===== config.mk =====
export PLATFORM = sky130hd
export DESIGN_NAME = pario_ctrl
export DESIGN_NICKNAME = d
export VERILOG_FILES = /design/src/rtl/pario_pkg.sv /design/src/rtl/pario_bus_sync.sv /design/src/rtl/pario_cfg_word.sv /design/src/rtl/pario_port_regs.sv /design/src/rtl/pario_ctrl.sv
export SDC_FILE = /design/constraint.sdc
export NUM_CORES = 1
export LEC_CHECK = 0
export ABC_AREA = 1
export CAP_MARGIN = 20
export CORE_MARGIN = 4
export CORE_UTILIZATION = 41
export CTS_BUF_LIST = sky130_fd_sc_hd__clkbuf_16
export DETAILED_ROUTE_END_ITERATION = 16
export HOLD_SLACK_MARGIN = 0.12
export PLACE_DENSITY = 0.89
export SLEW_MARGIN = 20
export SYNTH_ARGS = -nofsm -noshare
export SYNTH_HDL_FRONTEND = slang
export SYNTH_SLANG_ARGS = --single-unit

===== constraint.sdc =====
create_clock -name clk -period 1.4 [get_ports clk]
set_input_delay 0.21 -clock clk [delete_from_list [all_inputs] [get_ports clk]]
set_output_delay 0.21 -clock clk [all_outputs]
set_load 0.005 [all_outputs]

===== src/rtl/pario_pkg.sv =====
package pario_pkg;
  localparam int PW = 8;
  localparam int HW = PW / 2;
  localparam int IW = $clog2(PW);
  typedef enum logic [1:0] {
    SEL_A   = 2'd0,
    SEL_B   = 2'd1,
    SEL_C   = 2'd2,
    SEL_CFG = 2'd3
  } sel_e;
  localparam logic [PW-2:0] CFG_RST = 7'h1B;
endpackage


===== src/rtl/pario_bus_sync.sv =====
module pario_bus_sync (
  input  logic clk,
  input  logic rst,
  input  logic cs_n,
  input  logic wr_n,
  output logic wr_fire
);
  logic wr_low_q;

  always_ff @(posedge clk) begin
    if (rst) wr_low_q <= 1'b0;
    else     wr_low_q <= ~wr_n & ~cs_n;
  end

  // rising edge of the write strobe, seen while still selected
  assign wr_fire = wr_low_q & wr_n & ~cs_n;
endmodule


===== src/rtl/pario_cfg_word.sv =====
module pario_cfg_word
  import pario_pkg::*;
(
  input  logic          clk,
  input  logic          rst,
  input  logic          cfg_wr,
  input  logic [PW-1:0] din,
  output logic [PW-2:0] cfg_q,
  output logic          mode_load,
  output logic          bit_op
);
  assign mode_load = cfg_wr & din[PW-1];
  assign bit_op    = cfg_wr & ~din[PW-1];

  always_ff @(posedge clk) begin
    if (rst)            cfg_q <= CFG_RST;
    else if (mode_load) cfg_q <= din[PW-2:0];
  end
endmodule


===== src/rtl/pario_port_regs.sv =====
module pario_port_regs
  import pario_pkg::*;
(
  input  logic          clk,
  input  logic          rst,
  input  logic          clr_all,
  input  logic          wr_a,
  input  logic          wr_b,
  input  logic [1:0]    wr_c_half,
  input  logic          bit_op,
  input  logic [IW-1:0] bit_idx,
  input  logic          bit_val,
  input  logic [PW-1:0] din,
  output logic [PW-1:0] a_q,
  output logic [PW-1:0] b_q,
  output logic [PW-1:0] c_q
);
  always_ff @(posedge clk) begin
    if (rst || clr_all) begin
      a_q <= '0;
      b_q <= '0;
    end else begin
      if (wr_a) a_q <= din;
      if (wr_b) b_q <= din;
    end
  end

  for (genvar h = 0; h < 2; h++) begin : g_chalf
    for (genvar k = 0; k < HW; k++) begin : g_bit
      localparam int P = h * HW + k;
      always_ff @(posedge clk) begin
        if (rst || clr_all)                       c_q[P] <= 1'b0;
        else if (bit_op && bit_idx == IW'(P))     c_q[P] <= bit_val;
        else if (wr_c_half[h])                    c_q[P] <= din[P];
      end
    end
  end
endmodule


===== src/rtl/pario_ctrl.sv =====
module pario_ctrl
  import pario_pkg::*;
(
  input  logic          clk,
  input  logic          rst,
  input  logic          cs_n,
  input  logic          rd_n,
  input  logic          wr_n,
  input  logic [1:0]    addr,
  input  logic [PW-1:0] din,
  output logic [PW-1:0] dout,
  output logic          dout_oe,
  input  logic [PW-1:0] pa_in,
  input  logic [PW-1:0] pb_in,
  input  logic [PW-1:0] pc_in,
  output logic [PW-1:0] pa_out,
  output logic [PW-1:0] pb_out,
  output logic [PW-1:0] pc_out,
  output logic [PW-1:0] pa_oe,
  output logic [PW-1:0] pb_oe,
  output logic [PW-1:0] pc_oe,
  output logic [1:0]    grp_a_mode,
  output logic          grp_b_mode
);
  logic          wr_fire, mode_load, bit_op;
  logic [PW-2:0] cfg_q;
  logic [1:0]    wr_c_half;
  sel_e          sel;

  assign sel = sel_e'(addr);

  pario_bus_sync u_sync (
    .clk(clk), .rst(rst), .cs_n(cs_n), .wr_n(wr_n), .wr_fire(wr_fire)
  );

  pario_cfg_word u_cfg (
    .clk(clk), .rst(rst), .cfg_wr(wr_fire && sel == SEL_CFG), .din(din),
    .cfg_q(cfg_q), .mode_load(mode_load), .bit_op(bit_op)
  );

  assign grp_a_mode = cfg_q[6:5];
  assign grp_b_mode = cfg_q[2];
  assign pa_oe = {PW{~cfg_q[4]}};
  assign pb_oe = {PW{~cfg_q[1]}};
  assign pc_oe = {{HW{~cfg_q[3]}}, {HW{~cfg_q[0]}}};

  // direct C writes reach only mode-0 output halves
  assign wr_c_half[1] = wr_fire && sel == SEL_C && cfg_q[6:5] == 2'b00 && !cfg_q[3];
  assign wr_c_half[0] = wr_fire && sel == SEL_C && !cfg_q[2] && !cfg_q[0];

  pario_port_regs u_regs (
    .clk(clk), .rst(rst), .clr_all(mode_load),
    .wr_a(wr_fire && sel == SEL_A), .wr_b(wr_fire && sel == SEL_B),
    .wr_c_half(wr_c_half), .bit_op(bit_op), .bit_idx(din[IW:1]),
    .bit_val(din[0]), .din(din),
    .a_q(pa_out), .b_q(pb_out), .c_q(pc_out)
  );

  always_comb begin
    unique case (sel)
      SEL_A:   dout = (pa_out & pa_oe) | (pa_in & ~pa_oe);
      SEL_B:   dout = (pb_out & pb_oe) | (pb_in & ~pb_oe);
      SEL_C:   dout = (pc_out & pc_oe) | (pc_in & ~pc_oe);
      default: dout = {1'b1, cfg_q};
    endcase
  end

  assign dout_oe = ~cs_n & ~rd_n;
endmodule


==> results of run 1 <==
==> power by group through the flow <==
| stage | logic [mW] | clock network (mW) | registers [mW] |
|---|---|---|---|
| 5_1_grt | 0.460 | 1.09 | 0.914 |
| 2_1_floorplan | 0.125 | 0 | 0.937 |
| 3_5_place_dp | 0.393 | 0 | 0.937 |
| 6_report | 0.446 | 1.07 | 0.914 |
| 4_1_cts | 0.392 | 1.05 | 0.915 |
| 3_3_place_gp | 0.385 | 0 | 0.937 |
==> placed cells by master (no fill, tap or decap), types with 3 or more instances in the layout <==
| master | synthesis | layout |
|---|---|---|
| dfxtp_4 | 0 | 3 |
| nand4_1 | 5 | 5 |
| o211ai_1 | 5 | 5 |
| clkbuf_2 | 1 | 12 |
| buf_6 | 1 | 10 |
| a21oi_1 | 24 | 23 |
| o21ai_1 | 0 | 10 |
| inv_2 | 7 | 7 |
| dfxtp_1 | 32 | 10 |
| buf_4 | 22 | 74 |
| nor2_2 | 3 | 15 |
| nor2_4 | 2 | 11 |
| nand2_1 | 66 | 64 |
| buf_2 | 3 | 10 |
| o21ai_2 | 0 | 5 |
| o21ai_0 | 23 | 8 |
| nand2_2 | 2 | 3 |
| clkdlybuf4s15_1 | 0 | 3 |
| nor2_1 | 58 | 37 |
| clkdlybuf4s50_1 | 0 | 37 |
| dfxtp_2 | 0 | 19 |
| clkbuf_16 | 0 | 5 |
| nand3_1 | 18 | 18 |
| o2111ai_2 | 0 | 4 |
| dlymetal6s2s_1 | 0 | 3 |
| nand2_4 | 2 | 3 |
| inv_1 | 17 | 15 |
| dlygate4sd2_1 | 0 | 32 |
==> per-stage QoR <==
| step | power (mW) | hold WS, ns |
|---|---|---|
| global route | 2.468 | 0.3558 |
| global placement | 1.322 | 0.4687 |
| finish | 2.434 | 0.3418 |
| CTS | 2.356 | 0.3376 |
| detailed placement | 1.330 | 0.4850 |
| floorplan | 1.062 | 0.2791 |
==> per-layer routing <==
| metal | wire (um) | global-route usage (%) |
|---|---|---|
| met3 | 1457 | 8.933 |
| met4 | 1095 | 23.60 |
| met1 | 3776 | 34.95 |
| met2 | 5273 | 58.73 |
| met5 | 0 | 0 |
==> final timing paths <==
kind	to	start	cells after the start	slack [ns]
hold reg to reg	u_regs.a_q[4]	u_regs.a_q[4]	2	0.50
setup / recovery	dout[7]	u_cfg.cfg_q[4]	5	-0.23
setup reg to reg	u_regs.a_q[5]	u_sync.wr_low_q	6	-0.05
hold / removal	u_sync.wr_low_q	wr_n	2	0.34
==> flip-flops by register name (all words and copies together) (netlist names) <==
signal	cells
u_regs.c_q	8
u_sync.wr_low_q	1
u_regs.b_q	8
u_regs.a_q	8
u_cfg.cfg_q	7
==> area by class of cell <==
class                   count  area share, %
well taps                  67          2.210
repair buffers            184          40.68
clock buffers               5          3.299
multi-input cells         222          32.37
inverters                  27          3.266
clock inverters             3         0.3629
flip-flops and latches     32          17.82
==> kinds of logic after synthesis <==
logic type / after synthesis / share of synthesized area (%)
AOI/OAI and AO/OA: 61 / 17.39
and+or+nand+nor: 161 / 35.10
DFF: 32 / 31.92
buffers and inverters: 58 / 15.59
==> cells in the mapped netlist (all sizes together), types with 5 or more instances <==
library cell	n	area, um2
nand2	70	282.8
nor2	63	259.0
dfxtp	32	640.6
buf	26	191.4
a21oi	24	120.1
inv	24	90.09
o21ai	23	115.1
nand3	20	110.1
o2111ai	6	52.55
clkbuf	5	20.01
nand4	5	31.28
o211ai	5	37.54
==> repair_timing <==
item / in CTS / in global routing
gates cloned: 0 / 0
buffers inserted: 12 / 2
resized for setup: 172 / 59
setup endpoints to repair: 87 / 49
pin swaps: 15 / 9
==> flow_summary.yaml, run 1 <==
routing:
  post-route-drc-count: 0
  wire_per_inst_um: 21.49
  drt-total-wl_um: 11600
  drtIter0Drc: 588
  ant_nets: 0
  vias: 3288
  drt_pass1_iterations: 5
  vias_per_cell: 6.089
final_layout:
  syn2layout_area_growth_pct: 88.97
  multi_input_area_um2: 1227
  post-route-util_pct: 80.29
  regArea_um2: 675.6
  fin_nets: 511
  drive_gt1_share_pct: 41.65
  design_area_um2: 3792
  fillers: 273
  antenna_cells: 0
  instances_no_fill: 540
sta:
  rsz0062_at_grt: "yes"
  post-route-period-util_pct: 116.6
  tightestPinTransition_ns: 0.3894
  slew_violations: 0
  fmax_mhz: 612.6
  relSlewSlack_pct: 73.77
  tns_ns: -1.603
  fin_ws_ns: -0.2325
  clock_skew_ns: 0.002231
  setup_viol: 12
  min_period_ns: 1.632
  hold_viol: 0
critical_path:
  critical_path_class: "reg -> out"
  cp_cell_sequence: "clkinv_4 -> buf_4 -> o21ai_1 -> o2111ai_2 -> buf_2"
  max_stage_delay_ns: 0.39
  cp_slowest_cell: "dfxtp_4"
  path_buf_inv: 3
  path_delay_family: "flip-flops"
  critPathRequiredTime_ns: 1.19
  end_kind: "output port"
  arrival_ns: 1.42
  crit_fanout: 5
  startpoint_type: "register"
pwr:
  seqPwrFrac_pct: 37.5
  power_density_nw_per_um2: 641.8
  clkPwrFrac_pct: 44.2
  p_sw_share_pct: 27.17
  switchingPower_mw: 0.6613
  intPower_mw: 1.773
  ir_drop_mv: 0.4973
  p_comb_share_pct: 18.3
  p_leak_nw: 1.906
outcome:
  outcome: "finished with violations"
  failed_checks: "setup timing"
clock_tree:
  clk_latency_ns: 0.28
  cts_max_level: 2
  clkTransAtPathRegs_ns: 0.05
  cts_root_buf: "clkbuf_16"
  numClockSinks: 32
  cts_tree: "done"
  cts_made_buffers: 5
  cts_hold_buf: 0
  clk_path_buf_depth: 2
placed_design:
  io_buffers: 98
  gp_congestion: 1.058
  place_ws_ns: -0.8652
  dp_hpwl_um: 6349
  placedInstanceArea_um2: 3421
  dp_cells: 519
yosys:
  synth_warnings: 0
  async_flop_share_pct: 0
  avgSynthCellArea_um2: 6.432
  syn-num-nets: 351
  seq_area_frac_synth_pct: 31.92
  synth_edf_count: 0
  synth_top_flop_cell: "dfxtp_1"
  syn_area_um2: 2007
  postSynthCellCount: 312
  ys_types: 28
  ys_ff_latch: 32
floorplanning:
  die-area_um2: 6079
  dieHeight_um: 77.97
  die_x_um: 77.97
  initial_core_util_pct: 42.49
  coreArea_um2: 4723
  rows: 25
  io_pins: 99
grt:
  grt_use_total_pct: 33.74
  grt_max_degree: 17
  grt_pass1_vias: 3092
  grt_pass1_wl_um: 15860
  grt_overflow: 0
  antenna_found_initial: 0
min_path:
  min_path_type: "in -> reg"
run:
  max_cap_viol_count: 0
No activity file was read; power rests on OpenSTA's default activity.
==> run 2: changes to the inputs <==
==> constraint.sdc (replaced) <==
create_clock -name clk -period 1.8 [get_ports clk]
set_input_delay 0.27 -clock clk [delete_from_list [all_inputs] [get_ports clk]]
set_output_delay 0.27 -clock clk [all_outputs]
set_load 0.005 [all_outputs]
==> flow_summary.yaml, run 2 (synthesis gave the netlist of run 1 again) <==
outcome:
  outcome: "finished clean"
final_layout:
  top_regs: "u_regs.a_q x8, u_regs.b_q x8, u_regs.c_q x8"
  design_area_um2: 3321
  antenna_cells: 0
  fin_nets: 461
  layout_commonest_cell: "clkdlybuf4s50_1"
  post-route-util_pct: 70.30
  drive_gt1_share_pct: 17.97
  syn2layout_area_growth_pct: 65.46
  final_cell_mix: "clkdlybuf4s50_1 (87), nand2_1 (65), nor2_1 (55)"
  fillers: 375
routing:
  drt-total-wl_um: 7416
  vias_per_cell: 5.200
  drtIter0Drc: 232
  ant_nets: 0
  post-route-drc-count: 0
  drt_pass1_iterations: 4
  vias: 2548
  wire_per_inst_um: 15.13
clock_tree:
  cts_root_buf: "clkbuf_16"
  clk_path_buf_depth: 2
  cts_made_buffers: 5
  cts_tree: "done"
  numClockSinks: 32
  cts_max_level: 2
  clkTransAtPathRegs_ns: 0.05
  clk_latency_ns: 0.27
  cts_hold_buf: 0
grt:
  grt_overflow: 0
  antenna_found_initial: 0
  grt_pass1_wl_um: 11730
  grt_max_degree: 17
  grt_use_total_pct: 24.61
  grt_pass1_vias: 2441
sta:
  fmax_mhz: 578.9
  clock_skew_ns: 0.004306
  post-route-period-util_pct: 95.97
  tns_ns: 0
  setup_viol: 0
  hold_viol: 0
  slew_violations: 0
  tightestPinTransition_ns: 0.4928
  relSlewSlack_pct: 67.04
  min_period_ns: 1.727
floorplanning:
  die-area_um2: 6079
  io_pins: 99
  coreArea_um2: 4723
  die_x_um: 77.97
  dieHeight_um: 77.97
  initial_core_util_pct: 42.49
  rows: 25
placed_design:
  dp_hpwl_um: 5817
  io_buffers: 98
  placedInstanceArea_um2: 3128
  gp_congestion: 1.013
critical_path:
  crit_fanout: 9
  critical_path_class: "reg -> out"
  critPathRequiredTime_ns: 1.53
  startpoint_type: "register"
  arrival_ns: 1.46
  end_kind: "output port"
  r2r_setup_slack_ns: 0.47
pwr:
  ir_drop_mv: 0.3310
  power_mw: 1.791
  p_leak_nw: 1.430
  power_density_nw_per_um2: 539.3
run:
  max_cap_viol_count: 0
min_path:
  min_path_type: "reg -> reg"
==> run 2: cell types whose count changed in the layout (fill, tap and decap cells not counted), sizes merged <==
cell / change
dlygate4sd2: -25
clkdlybuf4s50: +50
buf: -60
clkbuf: -12
dlymetal6s2s: -1
clkinv: -3
clkdlybuf4s15: -2
inv: +3
==> run 2: report_power, final <==
group	switching [mW]	internal, mW	leakage, nW
combinational	0.132	0.155	1.10
sequential	0.00274	0.712	0.257
clock	0.292	0.496	0.0738
==> run 2: critical path: stages (launching register included) <==
cell and delay, ns:
dfxtp_2 0.33, inv_4 0.08, buf_4 0.12, buf_4 0.14
clkdlybuf4s50_1 0.51
==> run 2: area by class of cell <==
class	count	area, um2	share of cell area [%]
clock buffer	5	125.1	3.768
timing repair buffer	134	1266	38.13
multi-input combinational	222	1082	32.59
inverter	27	107.6	3.240
clock inverter	3	11.26	0.3391
sequential	32	644.4	19.40
tap	67	83.83	2.524
==> run 2: repair_timing <==
action | in CTS | in global routing
endpoints found under the setup margin | 20 | 7
pin swaps | 2 | 2
buffers inserted | 2 | 0
hold endpoints to repair | 0 | 0
gates resized for setup | 27 | 8
==> run 2: final timing paths <==
check | from | end | depth (start not counted)
worst max-delay path | u_cfg.cfg_q[1] | pb_oe[3] | 4
worst min-delay path | u_regs.a_q[4] | u_regs.a_q[4] | 2
worst max register to register | u_sync.wr_low_q | u_regs.c_q[2] | 7
worst min register to register | u_regs.a_q[4] | u_regs.a_q[4] | 2
==> run 2: metrics by stage <==
step / hold slack [ns] / setup WS [ns] / std cells
after floorplan: 0.3391 / 0.3926 / 312
after global placement: 0.4642 / -0.5202 / 480
after detailed placement: 0.4685 / -0.5564 / 480
after CTS: 0.4808 / -0.1092 / 490
after global routing: 0.4951 / -0.001800 / 490
final: 0.4765 / 0.07262 / 490
==> run 2: layer usage <==
layer,track usage (%),up-vias,part of all wire (%)
li1,-,1223,-
met1,27.81,1133,37
met2,42.21,169,49
met3,7.541,23,12
met4,11.19,0,2.9
met5,0,-,0
